## src/rtl/disp_win_pkg.sv

```systemverilog
package disp_win_pkg;
  typedef enum logic [2:0] {
    ST_IDLE, ST_LEG, ST_EXT_IDX, ST_EXT_DATA, ST_RESP
  } state_e;

  typedef enum logic [1:0] {RG_NONE, RG_LEG, RG_EXT, RG_CTRL} region_e;

  localparam logic [1:0] SZ_1 = 2'd0;
  localparam logic [1:0] SZ_2 = 2'd1;
  localparam logic [1:0] SZ_4 = 2'd2;
endpackage

```

## src/rtl/win_decode.sv

```systemverilog
module win_decode
  import disp_win_pkg::*;
#(
  parameter int ADDR_W    = 12,
  parameter int LEG_BASE  = 'h400,
  parameter int LEG_SIZE  = 32,
  parameter int EXT_BASE  = 'h500,
  parameter int EXT_SIZE  = 32,
  parameter int CTRL_BASE = 'h600,
  parameter int CTRL_SIZE = 16,
  parameter bit CTRL_EN   = 1'b1
) (
  input  logic [ADDR_W-1:0] addr_i,
  output region_e           region_o,
  output logic [ADDR_W-1:0] offset_o
);
  logic [31:0] a;
  assign a = 32'(addr_i);

  always_comb begin
    region_o = RG_NONE;
    offset_o = '0;
    if (a >= 32'(LEG_BASE) && a < 32'(LEG_BASE + LEG_SIZE)) begin
      region_o = RG_LEG;
      offset_o = ADDR_W'(a - 32'(LEG_BASE));
    end else if (a >= 32'(EXT_BASE) && a < 32'(EXT_BASE + EXT_SIZE)) begin
      region_o = RG_EXT;
      offset_o = ADDR_W'(a - 32'(EXT_BASE));
    end else if (CTRL_EN && a >= 32'(CTRL_BASE) && a < 32'(CTRL_BASE + CTRL_SIZE)) begin
      region_o = RG_CTRL;
      offset_o = ADDR_W'(a - 32'(CTRL_BASE));
    end
  end
endmodule

```

## src/rtl/byteorder_regs.sv

```systemverilog
module byteorder_regs #(
  parameter int          ADDR_W       = 12,
  parameter int          CTRL_SIZE    = 16,
  parameter logic [31:0] BIG_MAGIC    = 32'hBEBE_BEBE,
  parameter logic [31:0] LITTLE_MAGIC = 32'h1E1E_1E1E
) (
  input  logic              clk_i,
  input  logic              rst_ni,
  input  logic              acc_i,
  input  logic              we_i,
  input  logic [ADDR_W-1:0] off_i,
  input  logic [31:0]       wdata_i,
  output logic [31:0]       rdata_o,
  output logic              big_endian_o
);
  localparam logic [ADDR_W-1:0] SIZE_OFF  = ADDR_W'(0);
  localparam logic [ADDR_W-1:0] ORDER_OFF = ADDR_W'(4);

  logic big_q;
  logic order_wr;
  assign order_wr = acc_i && we_i && (off_i == ORDER_OFF);

  always_ff @(posedge clk_i or negedge rst_ni) begin
    if (!rst_ni) big_q <= 1'b0;
    else if (order_wr) begin
      if (wdata_i == BIG_MAGIC) big_q <= 1'b1;
      else if (wdata_i == LITTLE_MAGIC) big_q <= 1'b0;
    end
  end

  always_comb begin
    unique case (off_i)
      SIZE_OFF:  rdata_o = 32'(CTRL_SIZE);
      ORDER_OFF: rdata_o = big_q ? BIG_MAGIC : LITTLE_MAGIC;
      default:   rdata_o = '0;
    endcase
  end

  assign big_endian_o = big_q;

  AST_ORDER_HOLD: assert property (@(posedge clk_i) disable iff (!rst_ni)
    !(order_wr && (wdata_i == BIG_MAGIC || wdata_i == LITTLE_MAGIC)) |=> $stable(big_q));
  AST_ORDER_SET: assert property (@(posedge clk_i) disable iff (!rst_ni)
    (order_wr && wdata_i == BIG_MAGIC) |=> big_q);
endmodule

```

## src/rtl/disp_reg_window.sv

```systemverilog
module disp_reg_window
  import disp_win_pkg::*;
#(
  parameter int          ADDR_W       = 12,
  parameter int          LEG_BASE     = 'h400,
  parameter int          LEG_SIZE     = 32,
  parameter int          EXT_BASE     = 'h500,
  parameter int          EXT_SIZE     = 32,
  parameter int          CTRL_BASE    = 'h600,
  parameter int          CTRL_SIZE    = 16,
  parameter bit          CTRL_EN      = 1'b1,
  parameter int          PORT_BASE    = 'h3C0,
  parameter logic [31:0] BIG_MAGIC    = 32'hBEBE_BEBE,
  parameter logic [31:0] LITTLE_MAGIC = 32'h1E1E_1E1E,
  parameter int          IDX_W        = $clog2(EXT_SIZE / 2)
) (
  input  logic              clk_i,
  input  logic              rst_ni,
  input  logic              req_i,
  input  logic              we_i,
  input  logic [ADDR_W-1:0] addr_i,
  input  logic [1:0]        size_i,
  input  logic [31:0]       wdata_i,
  output logic [31:0]       rdata_o,
  output logic              ready_o,
  output logic              port_en_o,
  output logic              port_we_o,
  output logic [15:0]       port_addr_o,
  output logic [7:0]        port_wdata_o,
  input  logic [7:0]        port_rdata_i,
  output logic              ext_idx_wr_o,
  output logic [IDX_W-1:0]  ext_idx_o,
  output logic              ext_data_en_o,
  output logic              ext_data_we_o,
  output logic [15:0]       ext_wdata_o,
  input  logic [15:0]       ext_rdata_i,
  output logic              big_endian_o,
  output logic [7:0]        revision_o
);
  state_e            state_q;
  logic              we_q;
  logic [ADDR_W-1:0] off_q;
  logic [31:0]       wdata_q, rdata_q;
  logic [1:0]        cnt_q, last_q;

  region_e           region;
  logic [ADDR_W-1:0] offset;
  logic              ctrl_acc;
  logic [31:0]       ctrl_rdata;
  logic              accept;

  win_decode #(
    .ADDR_W(ADDR_W), .LEG_BASE(LEG_BASE), .LEG_SIZE(LEG_SIZE),
    .EXT_BASE(EXT_BASE), .EXT_SIZE(EXT_SIZE),
    .CTRL_BASE(CTRL_BASE), .CTRL_SIZE(CTRL_SIZE), .CTRL_EN(CTRL_EN)
  ) u_decode (
    .addr_i(addr_i), .region_o(region), .offset_o(offset)
  );

  assign accept   = (state_q == ST_IDLE) && req_i;
  assign ctrl_acc = accept && (region == RG_CTRL) && (size_i == SZ_4);

  byteorder_regs #(
    .ADDR_W(ADDR_W), .CTRL_SIZE(CTRL_SIZE),
    .BIG_MAGIC(BIG_MAGIC), .LITTLE_MAGIC(LITTLE_MAGIC)
  ) u_order (
    .clk_i(clk_i), .rst_ni(rst_ni), .acc_i(ctrl_acc), .we_i(we_i),
    .off_i(offset), .wdata_i(wdata_i), .rdata_o(ctrl_rdata),
    .big_endian_o(big_endian_o)
  );

  always_ff @(posedge clk_i or negedge rst_ni) begin
    if (!rst_ni) begin
      state_q <= ST_IDLE;
      we_q    <= 1'b0;
      off_q   <= '0;
      wdata_q <= '0;
      rdata_q <= '0;
      cnt_q   <= '0;
      last_q  <= '0;
    end else begin
      unique case (state_q)
        ST_IDLE: if (req_i) begin
          we_q    <= we_i;
          off_q   <= offset;
          wdata_q <= wdata_i;
          rdata_q <= '0;
          cnt_q   <= '0;
          last_q  <= (size_i == SZ_1) ? 2'd0 : (size_i == SZ_2) ? 2'd1 : 2'd3;
          unique case (region)
            RG_LEG:  state_q <= ST_LEG;
            RG_EXT:  state_q <= ST_EXT_IDX;
            RG_CTRL: begin
              rdata_q <= (size_i == SZ_4 && !we_i) ? ctrl_rdata : '0;
              state_q <= ST_RESP;
            end
            default: state_q <= ST_RESP;
          endcase
        end
        ST_LEG: begin
          // byte lanes ascend so an index byte lands before its data byte
          if (!we_q) rdata_q[8*cnt_q +: 8] <= port_rdata_i;
          if (cnt_q == last_q) state_q <= ST_RESP;
          else cnt_q <= cnt_q + 2'd1;
        end
        ST_EXT_IDX: state_q <= ST_EXT_DATA;
        ST_EXT_DATA: begin
          if (!we_q) rdata_q <= {16'h0, ext_rdata_i};
          state_q <= ST_RESP;
        end
        default: state_q <= ST_IDLE;
      endcase
    end
  end

  assign ready_o       = (state_q == ST_RESP);
  assign rdata_o       = ready_o ? rdata_q : '0;
  assign port_en_o     = (state_q == ST_LEG);
  assign port_we_o     = port_en_o && we_q;
  assign port_addr_o   = 16'(PORT_BASE) + 16'(off_q) + 16'(cnt_q);
  assign port_wdata_o  = wdata_q[8*cnt_q +: 8];
  assign ext_idx_wr_o  = (state_q == ST_EXT_IDX);
  assign ext_idx_o     = off_q[IDX_W:1];
  assign ext_data_en_o = (state_q == ST_EXT_DATA);
  assign ext_data_we_o = ext_data_en_o && we_q;
  assign ext_wdata_o   = wdata_q[15:0];
  assign revision_o    = CTRL_EN ? 8'd2 : 8'd1;

  AST_READY_PULSE: assert property (@(posedge clk_i) disable iff (!rst_ni)
    ready_o |=> !ready_o);
  AST_EXT_IDX_FIRST: assert property (@(posedge clk_i) disable iff (!rst_ni)
    ext_data_en_o |-> $past(ext_idx_wr_o));
  AST_PORT_ASCEND: assert property (@(posedge clk_i) disable iff (!rst_ni)
    (port_en_o && $past(port_en_o)) |-> (port_addr_o == $past(port_addr_o) + 16'd1));
  AST_ONE_STROBE: assert property (@(posedge clk_i) disable iff (!rst_ni)
    $onehot0({port_en_o, ext_idx_wr_o, ext_data_en_o}));
  AST_IDX_HELD: assert property (@(posedge clk_i) disable iff (!rst_ni)
    ext_data_en_o |-> $stable(ext_idx_o));
endmodule

```

## config.mk

```make
export PLATFORM = sky130hd
export DESIGN_NAME = disp_reg_window
export DESIGN_NICKNAME = d
export VERILOG_FILES = /design/src/rtl/disp_win_pkg.sv /design/src/rtl/win_decode.sv /design/src/rtl/byteorder_regs.sv /design/src/rtl/disp_reg_window.sv
export SDC_FILE = /design/constraint.sdc
export NUM_CORES = 1
export LEC_CHECK = 0
export ABC_AREA = 0
export BUFFER_PORTS_ARGS = -buffer_cell sky130_fd_sc_hd__buf_4
export CORE_MARGIN = 3
export CORE_UTILIZATION = 48
export CTS_BUF_LIST = sky130_fd_sc_hd__clkbuf_4 sky130_fd_sc_hd__clkbuf_8
export DETAILED_ROUTE_END_ITERATION = 10
export PLACE_DENSITY_LB_ADDON = 0.08
export SETUP_SLACK_MARGIN = 0.3
export SYNTH_ARGS = -nofsm -noshare
export SYNTH_HDL_FRONTEND = slang
export SYNTH_HIERARCHICAL = 1
export SYNTH_SLANG_ARGS = --single-unit
```

## constraint.sdc

```tcl
create_clock -name clk_i -period 7.5 [get_ports clk_i]
set_input_delay 0.75 -clock clk_i [delete_from_list [all_inputs] [get_ports clk_i]]
set_output_delay 0.75 -clock clk_i [all_outputs]
set_load 0.005 [all_outputs]
```

## Yosys cells after proc, flatten, opt, wreduce, memory -nomap -nowiden

Index checks and enable logic that the tools add are counted.

| cells by class | value |
|---|---|
| shift-type cells | 3 |
| equality and inequality tests | 18 |
| multiplexer cells | 27 |
| $add $sub $neg | 7 |
| $lt $le $gt $ge | 6 |
| reduce and logical (&&, ||, !) cells | 23 |

Operators with widths:

| kind | number |
|---|---|
| $mux W32 | 7 |
| $pmux W32 S3 | 1 |
| $pmux W32 S2 | 1 |
| $ge A12 B11 Y1 const B | 3 |
| $lt A12 B11 Y1 const B | 3 |
| $mux W12 | 3 |
| $sub A12 B11 Y12 const B | 3 |
| $neg A5 Y34 | 1 |
| $shift A8 B34 Y32 const A | 1 |
| $shiftx A8 B34 Y32 | 1 |
| $bwmux W32 | 1 |
| $eq A32 B29 Y1 const B | 1 |
| $eq A32 B32 Y1 const B | 1 |
| $shiftx A32 B6 Y8 | 1 |
| $add A13 B2 Y14 | 1 |
| $mux W2 | 7 |
| $add A10 B12 Y13 const A | 1 |
| $eq A12 B3 Y1 const B | 1 |
| $logic_not A12 Y1 | 1 |
| $pmux W3 S4 | 1 |
| $logic_and A1 B1 Y1 | 11 |
| $ne A2 B2 Y1 const B | 4 |
| $eq A2 B2 Y1 const B | 3 |
| $eq A3 B2 Y1 const B | 2 |
| 18 further kinds | 24 |

| word-level totals | value |
|---|---|
| output and inout bits | 91 |
| flip-flop bits (word level) | 85 |
| word-level logic and storage cells | 92 |

## Longest topological paths before layout

| logic depth | value |
|---|---|
| word-level depth | 11 |
| mapped depth | 14 |
| gate-level depth less buffers | 14 |

## By module

The synthesis kept the hierarchy.

Modules (own cells, without submodules):

| module | times used | cells an instance | seq. area each (um^2) | area each (um^2) |
|---|---|---|---|---|
| disp_reg_window | 1 | 404 | 2102.0 | 4680.7 |
| win_decode | 1 | 65 | 0.0 | 473.0 |
| byteorder_regs | 1 | 57 | 25.0 | 436.7 |

## Worst setup path after synthesis

No wires, ideal clock.

| timing path | value |
|---|---|
| path type | input to register |
| from | in addr_i[9] |
| to | reg rdata_q[13] |
| slack | 3833 ps |
| stages | 13 |
| arrival time | 3581 ps |
| data required time | 7413 ps |
| path buffers | 1 |
| setup time | 87 ps |
| cell sequence | inv_1 ha_1 or3b_2 o41ai_1 and2_1 or3_1 o211ai_2 nor4_1 and3_1 and2_1 buf_4 a22oi_1 o211ai_1 |

| between the ends | value |
|---|---|
| cells in the longest elaborated chain, start to end | 11 |
| elaborated cells between the ends (all ways) | 26 |
| those cells by class | 3 x add/sub; 6 x order compare; 2 x eq/ne; 11 x mux; 4 x reduce/logical |

Ends and longest elaborated chain:

| element | RTL line | RTL |
|---|---|---|
| start, declared | disp_reg_window.sv:21 | `input logic [ADDR_W-1:0] addr_i,` |
| $ge A12 B11 Y1 or $lt A12 B11 Y1 (tied branches) | win_decode.sv:29 | `end else if (CTRL_EN && a >= 32'(CTRL_BASE) && a < 32'(CTRL_BASE + CTRL_SIZE)) begin` |
| $logic_and A1 B1 Y1 | win_decode.sv:29 |  |
| $mux W12 | win_decode.sv:29 |  |
| $mux W12 | win_decode.sv:26 | `end else if (a >= 32'(EXT_BASE) && a < 32'(EXT_BASE + EXT_SIZE)) begin` |
| $mux W12 (*) | win_decode.sv:23 | `if (a >= 32'(LEG_BASE) && a < 32'(LEG_BASE + LEG_SIZE)) begin` |
| net offset[9] | disp_reg_window.sv:47 | `logic [ADDR_W-1:0] offset;` |
| $eq A12 B3 Y1 or $logic_not A12 Y1 (tied branches) | byteorder_regs.sv:32 | `unique case (off_i)` |
| $pmux W32 S2 (*) | byteorder_regs.sv:32 |  |
| net ctrl_rdata[13] | disp_reg_window.sv:49 | `logic [31:0] ctrl_rdata;` |
| $mux W32 (*) | disp_reg_window.sv:94 | `rdata_q <= (size_i == SZ_4 && !we_i) ? ctrl_rdata : '0;` |
| $mux W32 (*) | disp_reg_window.sv:90 | `unique case (region)` |
| $mux W32 (*) | disp_reg_window.sv:83 | `ST_IDLE: if (req_i) begin` |
| $pmux W32 S3 (*) | disp_reg_window.sv:82 | `unique case (state_q)` |
| end signal, assigned | disp_reg_window.sv:94 |  |
| end signal, assigned by index | disp_reg_window.sv:102 | `if (!we_q) rdata_q[8*cnt_q +: 8] <= port_rdata_i;` |
| end signal, assigned | disp_reg_window.sv:108 | `if (!we_q) rdata_q <= {16'h0, ext_rdata_i};` |
| end, declared | disp_reg_window.sv:43 | `logic [31:0] wdata_q, rdata_q;` |

Mark *: on every way through the listed nets, which the timed path passes. The rest lies on a longest branch. The select of a mux whose other input is x is not followed.
A chain may end at the register's enable or synchronous reset.

## Worst setup path in the final report

| timing path | value |
|---|---|
| from | in addr_i[9] |
| to | reg rdata_q[15] |

| between the ends | value |
|---|---|
| cells in the longest elaborated chain, start to end | 11 |
| elaborated cells between the ends (all ways) | 26 |
| those cells by class | 3 x add/sub; 6 x order compare; 2 x eq/ne; 11 x mux; 4 x reduce/logical |

Ends and longest elaborated chain:

| element | RTL line |
|---|---|
| $ge A12 B11 Y1 or $lt A12 B11 Y1 (tied branches) | win_decode.sv:29 |
| $logic_and A1 B1 Y1 | win_decode.sv:29 |
| $mux W12 | win_decode.sv:29 |
| $mux W12 | win_decode.sv:26 |
| $mux W12 (*) | win_decode.sv:23 |
| net offset[11] | disp_reg_window.sv:47 |
| $eq A12 B3 Y1 or $logic_not A12 Y1 (tied branches) | byteorder_regs.sv:32 |
| $pmux W32 S2 (*) | byteorder_regs.sv:32 |
| $mux W32 (*) | disp_reg_window.sv:94 |
| $mux W32 (*) | disp_reg_window.sv:90 |
| $mux W32 (*) | disp_reg_window.sv:83 |
| $pmux W32 S3 (*) | disp_reg_window.sv:82 |

Marked as above.

==> results by group <==
Clocking
  • Num CTS Buffers: 9
  • # resized after CTS: 0
  • Longest Clk Path Bufs: 2
  • CTS tree: done
  • # Post-CTS Setup Buffers: 0
  • Htree depth: 3
  • Clock latency on the worst-skew pair: 0.36 ns
  • Num Clock Sinks: 85
  • CTS root buffer: clkbuf_8
  • Clock-pin slew on the worst setup and hold paths: 0.09 ns
  • Cts hold-fix bufs: 0

Synthesis
  • EDFF count, synth: 0
  • Asr flop ratio synth: 100%
  • Mapped Avg Cell Area: 10.6 um^2
  • Sequential area share after synthesis: 38.0%
  • Syn. warnings: 6
  • Mapped Cells: 526
  • Synth Flop Type: dfrtp_1
  • Library cells used by synthesis: 61
  • Post-Syn Area: 0.00559 mm^2
  • Number of synthesized register bits: 85

Placement
  • Post-place setup slack: 3.12 ns
  • Input/output buffers: 153
  • Placed cell area: 0.00647 mm^2
  • Dpl cells: 755
  • RD Place Congestion: 0.895
  • DP Wirelength: 10600 um

Outcome
  • Status: complete, no violations

Layout
  • ANT cells: 0
  • Layout cell share with drive strength beyond 1: 39.6%
  • Commonest non-fill, non-tap cell in the layout: buf_4
  • Total of fill cells in the finished design: 1000
  • Register area: 0.00213 mm^2
  • Final nets: 721
  • Fin area: 0.00670 mm^2
  • Area Growth Syn to Fin: 19.9%
  • Core Util, Final: 60.2%
  • Most frequent cells in the layout: buf_4, dfrtp_1, mux2_2
  • Finished Layout Cells: 771
  • Footprint of the multi-input gates: 0.00294 mm^2

STA
  • FMAX: 0.247 GHz
  • Worst-Margin Slew: 1.00 ns
  • Fin. Hold Viols: 0
  • Fin worst setup slack: 3.46 ns
  • Clock Skews: 0.00910 ns
  • Slew Viols, Final: 0
  • Final worst path period need: 4.04 ns
  • Final hold slack: 0.337 ns
  • Period utilization: 53.9%
  • RSZ-0062 raised after global routing: false
  • Post-route setup TNS: 0 ns
  • Final setup violating endpoints: 0
  • Worst slew margin: 33.3%

Global route
  • Initial antenna violation count: 0
  • Total track usage: 21.9%
  • Vias in the first global route: 4374
  • Pin count of the biggest net entering global routing: 52
  • Total grt overflow: 0
  • First-pass GRT wire length: 22900 um

Run
  • Max-Cap Viols: 0

Detailed routing
  • Post-route DRC: 0
  • Via/cell ratio: 5.69
  • Routed wl met3: 1170 um
  • WL met1: 6040 um
  • Highest metal used: met4
  • First DRT Iteration DRCs: 347
  • DR WL/cell: 18.5 um
  • Final Routed Wirelength: 14300 um
  • Routed Antenna Nets: 0
  • Met2 wire len: 6910 um
  • Via count: 4387
  • Drt pass-1 iters: 5

Power and ir drop
  • Flop pwr share: 37.6%
  • Logic pwr share: 44.6%
  • VDD IR-drop max: 191 uV
  • Switch share: 36.0%
  • Internal: 1.34 mW
  • Power Dens Cells: 313 mW/mm^2
  • Clock Power Share: 17.8%
  • P_leak: 2.98 nW
  • Tot Pwr: 2.10 mW
  • Psw: 0.756 mW

Floorplanning
  • Die H: 114 um
  • Starting Density: 50.2%
  • Full die area: 0.0130 mm^2
  • Row cnt: 38
  • I/O pin count: 165
  • Die Width: 114 um
  • Core Area: 0.0111 mm^2

Worst setup path
  • Worst Path Required: 7.77 ns
  • CP arrival: 4.31 ns
  • CP endpoint kind: flip-flop
  • Crit path max fanout: 18
  • CP Launch Type: input pin
  • Crit Path Class: in2reg

Worst hold path
  • Hold/Removal Path Class: in2async
[final timing paths]
path                            start           to  slack [ns]  depth (start not counted)
min reg2reg                rdata_q[0]   rdata_q[0]        0.49                          1
min                            rst_ni  rdata_q[14]        0.34                          1
max                         addr_i[9]  rdata_q[15]        3.46                         13
max reg2reg                  cnt_q[0]  rdata_q[19]        4.54                          6
min in group clk_i         rdata_q[0]   rdata_q[0]        0.49                          1
max in group asynchronous      rst_ni  wdata_q[19]        6.15                          2
[sequential cells by signal (all words and copies together) (netlist names)]
register / flops
rdata_q: 32
wdata_q: 32
off_q: 12
state_q: 3
cnt_q: 2
last_q: 2
u_order/big_endian_o: 1
we_q: 1
[synthesized netlist by cell type (11+ instances only)]
| library cell | instances | area [um^2] |
|---|---|---|
| a21oi_1 | 13 | 65.1 |
| a22oi_1 | 23 | 173 |
| and2_1 | 36 | 225 |
| buf_2 | 11 | 55.1 |
| buf_4 | 60 | 450 |
| clkbuf_1 | 13 | 48.8 |
| dfrtp_1 | 85 | 2130 |
| ha_1 | 20 | 250 |
| inv_1 | 11 | 41.3 |
| mux2_2 | 47 | 529 |
| nand2_1 | 20 | 75.1 |
| nor2_1 | 15 | 56.3 |
| o21ai_0 | 11 | 55.1 |
| o2bb2ai_1 | 25 | 219 |
[cells by family (layout without fill, tap and decap cells)]
group / count (synthesis) / after routing / share of synthesized area, %
simple gates: 149 / 149 / 17.0
flops: 85 / 85 / 38.0
xor+xnor: 12 / 12 / 1.88
compound gates: 105 / 105 / 14.7
mux: 55 / 55 / 12.7
buf+inv: 96 / 185 / 10.7
other cells: 3 / 19 / 0.201
fa+ha+maj: 21 / 21 / 4.83
[layout make-up]
class                           instances  share of cell area [%]
Clock buffer                           10                    2.05
Multi-Input combinational cell        361                    43.9
Clock inverter                          6                    1.40
Inverter                               11                   0.616
Tap cell                              140                    2.61
Timing Repair Buffer                  158                    17.7
Sequential cell                        85                    31.7
[critical path, cell delays in order]
cell	delay, ns
buf_4	0.14
inv_1	0.12
ha_1	0.18
or3b_2	0.44
o41ai_1	0.34
nand2_1	0.26
nand3_2	0.16
o221ai_1	0.16
nor4_1	0.32
and3_1	0.71
and2_1	0.43
a22oi_1	0.11
o211ai_1	0.20
[power by group through the flow]
| stage | Clock, mW | Sequential [mW] | Combinational [mW] |
|---|---|---|---|
| global route | 0.408 | 0.815 | 1.02 |
| detailed placement | 0 | 0.796 | 0.941 |
| finish | 0.374 | 0.789 | 0.934 |
| floorplan | 0 | 0.703 | 0.675 |
| global placement | 0 | 0.791 | 0.929 |
| CTS | 0.384 | 0.789 | 0.944 |
[routing by layer]
metal | vias to the layer above | track usage [%]
li1 | 2052 | -
met5 | - | 0
met2 | 177 | 35.2
met3 | 11 | 5.31
met4 | 0 | 5.70
met1 | 2147 | 29.8
No activity file was read; power rests on OpenSTA's default activity.
